===== config.mk =====
export PLATFORM = sky130hd
export DESIGN_NAME = tctr_top
export DESIGN_NICKNAME = d
export VERILOG_FILES = /design/src/rtl/tctr_pkg.sv /design/src/rtl/tctr_ctrl.sv /design/src/rtl/tctr_core.sv /design/src/rtl/tctr_top.sv
export SDC_FILE = /design/constraint.sdc
export NUM_CORES = 1
export LEC_CHECK = 0
export CAP_MARGIN = 20
export CORE_AREA = 10 10 91 93
export DETAILED_ROUTE_END_ITERATION = 6
export DIE_AREA = 0 0 101 103
export PLACE_DENSITY = 0.78
export SLEW_MARGIN = 20
export SYNTH_ARGS = -nofsm -noshare
export SYNTH_HDL_FRONTEND = slang
export SYNTH_SLANG_ARGS = --single-unit

===== constraint.sdc =====
create_clock -name clk -period 2.5 [get_ports clk]
set_input_delay 0.5 -clock clk [delete_from_list [all_inputs] [get_ports clk]]
set_output_delay 0.5 -clock clk [all_outputs]
set_load 0.05 [all_outputs]

===== src/rtl/tctr_pkg.sv =====
// Package: shared constants for the command timer.
// Assumes an 8-bit control byte whose field positions are fixed by software.
package tctr_pkg;
    localparam int CTRL_W   = 8;
    localparam int CMD_LSB  = 5;
    localparam int IXC_LSB  = 3;
    localparam int BIT_ONE  = 2;
    localparam int BIT_LOCK = 1;
    localparam int BIT_DIR  = 0;

    localparam logic [2:0] CMD_NONE   = 3'd0;
    localparam logic [2:0] CMD_RESTRT = 3'd1;
    localparam logic [2:0] CMD_HALT   = 3'd2;
    localparam logic [2:0] CMD_FUPD   = 3'd3;
    localparam logic [2:0] CMD_SNAP   = 3'd4;
    localparam logic [2:0] CMD_DMA    = 3'd5;

    localparam logic [1:0] IXC_TOGGLE = 2'd0;
    localparam logic [1:0] IXC_FORCEB = 2'd1;
    localparam logic [1:0] IXC_FORCEA = 2'd2;
    localparam logic [1:0] IXC_KEEP   = 2'd3;
endpackage


===== src/rtl/tctr_ctrl.sv =====
// Module: control byte with set/clear write ports and self-clearing command fields.
// Assumes tick and wrap come from the counter core in the same cycle they take effect.
// If set and clear are written together, the set port wins for the command fields.
module tctr_ctrl
    import tctr_pkg::*;
(
    input  logic              clk,
    input  logic              rst_n,
    input  logic              wr_set,
    input  logic              wr_clr,
    input  logic [CTRL_W-1:0] wdata,
    input  logic              tick,
    input  logic              wrap,
    output logic [CTRL_W-1:0] rdata,
    output logic [2:0]        cmd,
    output logic [1:0]        ixc,
    output logic              one_shot,
    output logic              upd_lock,
    output logic              dir_down
);
    logic [2:0] cmd_n;
    logic [1:0] ixc_n;
    logic [2:0] mode_q, mode_n;
    logic [2:0] w_cmd;
    logic [1:0] w_ixc;
    logic [2:0] w_mode;

    assign w_cmd  = wdata[CMD_LSB +: 3];
    assign w_ixc  = wdata[IXC_LSB +: 2];
    assign w_mode = wdata[2:0];

    // Next state: retire executed commands, then apply clear and set writes.
    always_comb begin
        cmd_n  = cmd;
        ixc_n  = ixc;
        mode_n = mode_q;
        if (tick && cmd != CMD_NONE) cmd_n = CMD_NONE;
        if (wrap) ixc_n = IXC_TOGGLE;
        if (wr_clr) begin
            if (w_cmd != 3'd0) cmd_n = CMD_NONE;
            if (w_ixc != 2'd0) ixc_n = IXC_TOGGLE;
            mode_n = mode_n & ~w_mode;
        end
        if (wr_set) begin
            if (w_cmd != 3'd0) cmd_n = w_cmd;
            if (w_ixc != 2'd0) ixc_n = w_ixc;
            mode_n = mode_n | w_mode;
        end
    end

    // Control byte register with synchronous reset to zero.
    always_ff @(posedge clk) begin
        if (!rst_n) begin
            cmd    <= CMD_NONE;
            ixc    <= IXC_TOGGLE;
            mode_q <= 3'b000;
        end else begin
            cmd    <= cmd_n;
            ixc    <= ixc_n;
            mode_q <= mode_n;
        end
    end

    assign one_shot = mode_q[BIT_ONE];
    assign upd_lock = mode_q[BIT_LOCK];
    assign dir_down = mode_q[BIT_DIR];
    assign rdata    = {cmd, ixc, mode_q};

    AST_CMD_RETIRES: assert property (@(posedge clk) disable iff (!rst_n)
        (tick && cmd != CMD_NONE && !wr_set) |=> (cmd == CMD_NONE));
    AST_CMD_WAITS_TICK: assert property (@(posedge clk) disable iff (!rst_n)
        (!tick && !wr_set && !wr_clr) |=> $stable(cmd));
endmodule


===== src/rtl/tctr_core.sv =====
// Module: counter, double-buffered period/compare, ramp index and command execution.
// Assumes commands arrive already decoded from the control byte and act only on ticks.
module tctr_core
    import tctr_pkg::*;
#(
    parameter int          W        = 8,
    parameter logic [W-1:0] PER_INIT = '1,
    parameter logic [W-1:0] CMP_INIT = '0
) (
    input  logic         clk,
    input  logic         rst_n,
    input  logic         tick,
    input  logic [2:0]   cmd,
    input  logic [1:0]   ixc,
    input  logic         one_shot,
    input  logic         upd_lock,
    input  logic         dir_down,
    input  logic         per_wr,
    input  logic [W-1:0] per_din,
    input  logic         cmp_wr,
    input  logic [W-1:0] cmp_din,
    output logic [W-1:0] count,
    output logic         match,
    output logic         idx,
    output logic         stopped,
    output logic         dma_trig,
    output logic [W-1:0] snap,
    output logic         wrap
);
    logic [W-1:0] per_q, cmp_q, per_buf, cmp_buf;
    logic [W-1:0] per_nxt, count_n;
    logic [2:0]   exec;
    logic         halt, at_edge, copy, idx_n;

    // Decode the command in effect this cycle and the wrap/copy conditions.
    always_comb begin
        exec    = tick ? cmd : CMD_NONE;
        halt    = stopped || exec == CMD_HALT || exec == CMD_RESTRT;
        at_edge = dir_down ? (count == '0) : (count >= per_q);
        wrap    = tick && !halt && at_edge;
        copy    = (exec == CMD_FUPD) || (wrap && !upd_lock);
        per_nxt = copy ? per_buf : per_q;
    end

    // Next count: restart load, wrap load or single step.
    always_comb begin
        count_n = count;
        if (exec == CMD_RESTRT) begin
            count_n = dir_down ? per_q : '0;
        end else if (tick && !halt) begin
            if (wrap) count_n = dir_down ? per_nxt : '0;
            else      count_n = dir_down ? count - 1'b1 : count + 1'b1;
        end
    end

    // Next ramp index at a wrap, steered by the index command.
    always_comb begin
        idx_n = idx;
        if (wrap) begin
            case (ixc)
                IXC_FORCEB: idx_n = 1'b1;
                IXC_FORCEA: idx_n = 1'b0;
                IXC_KEEP:   idx_n = idx;
                default:    idx_n = ~idx;
            endcase
        end
    end

    // Buffer registers written directly by software.
    always_ff @(posedge clk) begin
        if (!rst_n) begin
            per_buf <= PER_INIT;
            cmp_buf <= CMP_INIT;
        end else begin
            if (per_wr) per_buf <= per_din;
            if (cmp_wr) cmp_buf <= cmp_din;
        end
    end

    // Active period/compare, loaded from the buffers on a copy.
    always_ff @(posedge clk) begin
        if (!rst_n) begin
            per_q <= PER_INIT;
            cmp_q <= CMP_INIT;
        end else if (copy) begin
            per_q <= per_buf;
            cmp_q <= cmp_buf;
        end
    end

    // Count, index and stopped state.
    always_ff @(posedge clk) begin
        if (!rst_n) begin
            count   <= '0;
            idx     <= 1'b0;
            stopped <= 1'b0;
        end else begin
            count <= count_n;
            idx   <= idx_n;
            if (exec == CMD_RESTRT)          stopped <= 1'b0;
            else if (exec == CMD_HALT)       stopped <= 1'b1;
            else if (wrap && one_shot)       stopped <= 1'b1;
        end
    end

    // Snapshot capture and single-cycle DMA request.
    always_ff @(posedge clk) begin
        if (!rst_n) begin
            snap     <= '0;
            dma_trig <= 1'b0;
        end else begin
            if (exec == CMD_SNAP) snap <= count;
            dma_trig <= (exec == CMD_DMA);
        end
    end

    assign match = (count == cmp_q);

    AST_IDLE_HOLDS: assert property (@(posedge clk) disable iff (!rst_n)
        !tick |=> $stable(count));
    AST_STOP_FREEZE: assert property (@(posedge clk) disable iff (!rst_n)
        (stopped && !(tick && cmd == CMD_RESTRT)) |=> $stable(count));
    AST_RESTART_RUNS: assert property (@(posedge clk) disable iff (!rst_n)
        (tick && cmd == CMD_RESTRT) |=> !stopped);
    AST_IDX_KEEP: assert property (@(posedge clk) disable iff (!rst_n)
        (wrap && ixc == IXC_KEEP) |=> $stable(idx));
    AST_ONESHOT_HALT: assert property (@(posedge clk) disable iff (!rst_n)
        (wrap && one_shot) |=> stopped);
endmodule


===== src/rtl/tctr_top.sv =====
// Module: top of the command timer; joins the control byte and the counter core.
// Assumes a single clock and a tick input already produced by a prescaler.
module tctr_top
    import tctr_pkg::*;
#(
    parameter int          W        = 8,
    parameter logic [W-1:0] PER_INIT = '1,
    parameter logic [W-1:0] CMP_INIT = '0
) (
    input  logic              clk,
    input  logic              rst_n,
    input  logic              tick,
    input  logic              reg_wr_set,
    input  logic              reg_wr_clr,
    input  logic [CTRL_W-1:0] reg_wdata,
    output logic [CTRL_W-1:0] ctrl_rdata,
    input  logic              buf_per_wr,
    input  logic [W-1:0]      buf_per_data,
    input  logic              buf_cmp_wr,
    input  logic [W-1:0]      buf_cmp_data,
    output logic [W-1:0]      count,
    output logic              cmp_match,
    output logic              idx,
    output logic              stopped,
    output logic              dma_trig,
    output logic [W-1:0]      count_snap
);
    logic [2:0] cmd;
    logic [1:0] ixc;
    logic       one_shot, upd_lock, dir_down, wrap;

    tctr_ctrl u_ctrl (
        .clk      (clk),
        .rst_n    (rst_n),
        .wr_set   (reg_wr_set),
        .wr_clr   (reg_wr_clr),
        .wdata    (reg_wdata),
        .tick     (tick),
        .wrap     (wrap),
        .rdata    (ctrl_rdata),
        .cmd      (cmd),
        .ixc      (ixc),
        .one_shot (one_shot),
        .upd_lock (upd_lock),
        .dir_down (dir_down)
    );

    tctr_core #(.W(W), .PER_INIT(PER_INIT), .CMP_INIT(CMP_INIT)) u_core (
        .clk      (clk),
        .rst_n    (rst_n),
        .tick     (tick),
        .cmd      (cmd),
        .ixc      (ixc),
        .one_shot (one_shot),
        .upd_lock (upd_lock),
        .dir_down (dir_down),
        .per_wr   (buf_per_wr),
        .per_din  (buf_per_data),
        .cmp_wr   (buf_cmp_wr),
        .cmp_din  (buf_cmp_data),
        .count    (count),
        .match    (cmp_match),
        .idx      (idx),
        .stopped  (stopped),
        .dma_trig (dma_trig),
        .snap     (count_snap),
        .wrap     (wrap)
    );
endmodule


-- Yosys cells after proc, flatten, opt, wreduce, memory -nomap -nowiden
Cells that the tools add are included.
- bits of input ports: 31
- flip-flop bits (word level): 59
- output and inout port bits: 28
- word-level logic and storage cells: 72
- reduce and logical (&&, ||, !) cells: 18
- equality and inequality tests: 9
- $add $sub $neg: 2
- mux-type cells: 24
- order comparisons: 1
- bitwise operators: 6
- operators by type and width (kind ; count):
    8-bit 2-to-1 mux ; 7
    3-bit 2-to-1 mux ; 8
    2-bit 2-to-1 mux ; 5
    8-bit by 1-bit adder with 8-bit output (second input constant) ; 1
    8-bit equality test ; 1
    8-bit >= comparator ; 1
    8-bit zero test ; 1
    8-bit by 1-bit subtractor with 8-bit output (second input constant) ; 1
    3-bit by 2-bit equality test with 1-bit output (second input constant) ; 2
    3-bit equality test (second input constant) ; 2
    2-bit nonzero test ; 3
    3-bit nonzero test ; 2
    1-bit logical AND ; 5
    2-bit equality test (second input constant) ; 2
    3-bit AND ; 1
    3-bit by 1-bit equality test with 1-bit output (second input constant) ; 1
    1-bit logical OR ; 3
    1-bit 2-to-1 mux ; 3
    1-bit inverter ; 3
    3-bit inverter ; 1
    3-bit bitwise OR ; 1
    1-bit case mux with 3 select lines ; 1
    2-bit by 1-bit equality test with 1-bit output (second input constant) ; 1
    1-bit zero test ; 2
    other kinds (2) ; 2

-- Longest topological paths before layout
- depth after elaboration: 14
- gate-level depth with buffers: 11
- gate-level depth less buffers: 8

-- Hierarchy
A second synthesis with hierarchy kept.
- cell total of the unflattened synthesis: 372
- area total of the unflattened synthesis: 3283.1 um^2
- modules (own cells, without submodules) (module ; instances ; area each (um^2) ; sequential area each (um^2) ; cells an instance):
    tctr_core ; 1 ; 2879.0 ; 1021.0 ; 327
    tctr_ctrl ; 1 ; 404.1 ; 160.2 ; 45

-- Worst setup path before layout
No wires, ideal clock.
- kind: register to register
- start point: register u_core.count[6]
- end point: register u_core.per_q[5]
- data arrival time: 2.532 ns
- slack: -0.166 ns
- buffers on the path: 1
- setup time: 0.134 ns
- required time: 2.366 ns
- period minus slack after synthesis: 2.666 ns
- cell stages (with the launch flop): 8
- cells stage by stage: dfxtp_1 > ha_1 > a21o_1 > a211o_1 > a31o_1 > buf_2 > and4_1 > or4b_1
- cells in the longest elaborated chain, start to end: 6
- elaborated cells on any way between the ends: 7
- those cells by class: order compare: 1; mux: 2; reduce/logical: 4
- ends and longest elaborated chain (item ; RTL line ; text):
    start, declared ; tctr_core.sv:22 ; output logic [W-1:0] count,
    start signal, assigned ; tctr_core.sv:98 ; count <= count_n;
    8-bit >= comparator / 8-bit zero test (equally long branches) ; tctr_core.sv:39 ; at_edge = dir_down ? (count == '0) : (count >= per_q);
    1-bit 2-to-1 mux * ; tctr_core.sv:39 ;
    1-bit logical AND * ; tctr_core.sv:40 ; wrap = tick && !halt && at_edge;
    1-bit logical AND * ; tctr_core.sv:41 ; copy = (exec == CMD_FUPD) || (wrap && !upd_lock);
    1-bit logical OR * ; tctr_core.sv:41 ;
    8-bit 2-to-1 mux * ; n/a ;
    end signal, assigned ; tctr_core.sv:86 ; per_q <= per_buf;
    end, declared ; tctr_core.sv:30 ; logic [W-1:0] per_q, cmp_q, per_buf, cmp_buf;
Mark *: on every way between the ends. The rest lies on a longest branch, timed or not.
A chain may end at the register's enable or synchronous reset.

-- Worst setup path after layout
- start point: register u_core.per_q[3]
- end point: register u_core.per_q[6]
- cells in the longest elaborated chain, start to end: 6
- ends and longest elaborated chain (item ; RTL line):
    8-bit >= comparator ; tctr_core.sv:39
    1-bit 2-to-1 mux ; tctr_core.sv:39
    1-bit logical AND ; tctr_core.sv:40
    1-bit logical AND ; tctr_core.sv:41
    1-bit logical OR ; tctr_core.sv:41
    8-bit 2-to-1 mux ; n/a
No other way between the ends.

==> results.tsv <==
stage	metric	value	unit
timing	Period minus WS final	2.39	ns
clocking	Num CTS Buffers	9	
global_route	total global routing overflow	0	
critical_path	CP Launch Type	register	
critical_path	crit path capture type	register	
pwr	maximum vdd drop	0.417	mV
floorplan	Initial Util	50.8	%
cells_and_area	commonest non-fill, non-tap cell in the layout	dfxtp_1	
synth	post-synthesis cell area	3340	µm²
clocking	CTS clock-pin slew for the worst setup and hold paths	0.07	ns
detailed_routing	via count	3131	
hold_path	Hold Crit Class	reg2reg	
global_route	antenna violations before repair	0	
synth	post-synthesis sequential area ratio	35.4	%
timing	slew margin rel.	60.7	%
cells_and_area	Synth-to-Final Area Change	28.3	%
floorplan	Rows	30	
clocking	worst skew pair latency	0.35	ns
timing	Period Utilization, post-route	95.8	%
critical_path	Critical Path Fanout Max	8	
pwr	leakage power	1.85	nW
clocking	Clock Tree Buf Depth	2	
timing	Hold Vio Cnt, Final	0	
floorplan	Die H	103	µm
outcome	status	completed	
synth	cells after synthesis	387	
clocking	Root Buffer	clkbuf_8	
clocking	clock sinks	59	
critical_path	r2r setup slk	0.11	ns
timing	Slew Limit Fails	0	
timing	setup TNS	0	ns
critical_path	Critical Path Source	u_core.per_q[3]	
place	dpl hpwl	6.65	mm
timing	Final setup viols	0	
critical_path	Buf/Inv on CP	1	
floorplan	Die ar.	10400	µm²
critical_path	worst r2r dst	u_core.per_q[6]	
synth	Avg Cell Area, Syn	8.63	µm²
global_route	largest net degree at the start of global routing	43	
synth	synth unique cells	55	
clocking	htree depth	3	
detailed_routing	final wirelength	8.98	mm
clocking	CTS tree	built	
clocking	# hold bufs at CTS	0	
synth	Synth async-reset ratio	0	%
critical_path	Reg2Reg Depth	7	
critical_path	CP delay by family, top	simple AND/OR/NAND/NOR gates	
detailed_routing	DRT iter0 DRCs	339	
timing	Max Clock Skew	0.00962	ns
critical_path	CP Depth	7	
detailed_routing	Routed Antenna Nets	0	
floorplan	CORE AREA	6570	µm²
critical_path	CP required	2.71	ns
timing	RSZ-0062 raised after global routing	no	
detailed_routing	DRC	0	
run	MaxCap Viol Count	0	
cells_and_area	Final Util	65.2	%
detailed_routing	WL/cell	16.7	µm
critical_path	worst setup path end	u_core.per_q[6]	
global_route	vias in the first global route	3011	
synth	Ys Warns	0	
cells_and_area	commonest cells after routing, fill and taps aside	dfxtp_1, clkdlybuf4s50_1, nand2_1	
timing	Worst Tran Pin Value	0.588	ns
critical_path	CP max-delay cell	or4b_1	
cells_and_area	diodes inserted	0	
critical_path	CP Class	reg2reg	
synth	register bit count reported by yosys	59	
global_route	global-route wire length before repair	14.5	mm
pwr	Power per Cell Area	608	nW/µm²
cells_and_area	layout net count	502	
critical_path	worst path cell trace	inv_1 -> ha_1 -> nor4_1 -> o21ai_0 -> a31o_2 -> and4_1 -> or4b_1	
synth	Syn Nets	435	
place	GP Congestion	0.882	
cells_and_area	layout cells sized above 1	10.9	%
timing	FMAX	0.418	GHz
synth	number of synthesized flops with an enable pin	0	
synth	top_reg_cell synth	dfxtp_1	
critical_path	CP max stage delay	0.50	ns
floorplan	die span in x	101	µm
detailed_routing	First-pass DRT Iterations	6	
critical_path	Worst EP arrival	2.61	ns
critical_path	worst r2r src	u_core.per_q[3]	
global_route	Total GRT Usage	17.2	%
floorplan	IO Count	59	
detailed_routing	DR vias/cell	5.81	
place	Port Buffers	58	
==> worst register-to-register path, cell delays in order, from the launching register on <==
cell,delay [ns]
dfxtp_1,0.37
inv_1,0.09
ha_1,0.22
nor4_1,0.27
o21ai_0,0.22
a31o_2,0.36
and4_1,0.23
or4b_1,0.50
==> report_power, final <==
| group | total, W | internal (W) | switching [W] |
|---|---|---|---|
| Sequential | 0.00103 | 0.000989 | 0.0000389 |
| Clock | 0.000926 | 0.000538 | 0.000388 |
| Combinational | 0.000648 | 0.000273 | 0.000374 |
==> what timing repair did <==
| action | 4_1_cts | 5_1_grt |
|---|---|---|
| buffers inserted | 0 | 0 |
| endpoints found under the setup margin | 0 | 2 |
| gates resized for setup | 0 | 1 |
==> layer usage <==
layer  track usage [%]  part of all wire, %
met4              5.89                  2.1
met1              20.3                   42
met3              4.96                  8.3
met5                 0                    0
met2              29.2                   47
==> Yosys cell counts (5+ instances only) <==
master | count | area share, %
xnor2_1 | 10 | 2.6
nor2_1 | 10 | 1.1
o21a_1 | 5 | 1.1
a21boi_0 | 10 | 2.2
clkbuf_1 | 15 | 1.7
a21oi_1 | 12 | 1.8
inv_1 | 15 | 1.7
o211ai_1 | 10 | 2.2
mux2i_1 | 24 | 7.2
dfxtp_1 | 59 | 35
a22oi_1 | 6 | 1.3
ha_1 | 16 | 6.0
nand3_1 | 16 | 2.4
nand2_1 | 51 | 5.7
o21ai_0 | 14 | 2.1
nor2b_1 | 29 | 5.4
nand4_1 | 14 | 2.6
==> state kept, by name (all words and copies together), names as in the netlist, 2 cells and up, named ones only <==
register        cells
u_core.snap         8
u_core.count        8
u_core.per_q        8
u_ctrl.cmd          3
u_core.cmp_q        8
u_core.per_buf      8
u_core.cmp_buf      8
u_ctrl.ixc          2
==> cell type report <==
class	instances	area, µm²
Inverter	16	60.1
Fill cell	571	2290
Timing Repair Buffer	82	768
Multi-Input combinational cell	286	1960
Tap cell	80	100
Clock buffer	12	165
Clock inverter	4	47.5
Sequential cell	59	1180
==> cells by family (layout without fill, tap and decap cells) <==
logic type	count (synthesis)	in the layout	share of synthesized area, %
AO/OA/AOI/OAI	88	88	18.3
XOR/XNOR	13	13	3.41
adder cells (fa/ha/maj)	17	17	6.60
buffers and inverters	42	114	6.18
flip-flops	59	59	35.4
multiplexers	24	24	7.20
AND/OR/NAND/NOR	144	144	23.0
==> stage by stage <==
| stage | cells | instance area (µm²) | worst slack (ns) | hold WS (ns) | power, W |
|---|---|---|---|---|---|
| floorplan | 387 | 3340 | 0.00647 | 0.441 | 0.00146 |
| global placement | 523 | 4070 | 0.128 | 0.449 | 0.00168 |
| detailed placement | 523 | 4070 | 0.0733 | 0.457 | 0.00169 |
| CTS | 539 | 4280 | 0.105 | 0.466 | 0.00261 |
| global route | 539 | 4280 | 0.00433 | 0.496 | 0.00271 |
| finish | 539 | 4280 | 0.106 | 0.463 | 0.00260 |
==> worst min path at each step <==
stage	start	to	slack, ns	cells after the start
global route	u_core.snap[6]	u_core.snap[6]	0.50	2
CTS	u_core.snap[6]	u_core.snap[6]	0.47	2
finish	u_core.snap[6]	u_core.snap[6]	0.46	2
global placement	u_core.snap[5]	u_core.snap[5]	0.45	2
floorplan	u_core.per_buf[7]	u_core.per_buf[7]	0.44	2
detailed placement	u_core.snap[6]	u_core.snap[6]	0.46	2
No activity file was read; power rests on OpenSTA's default activity.
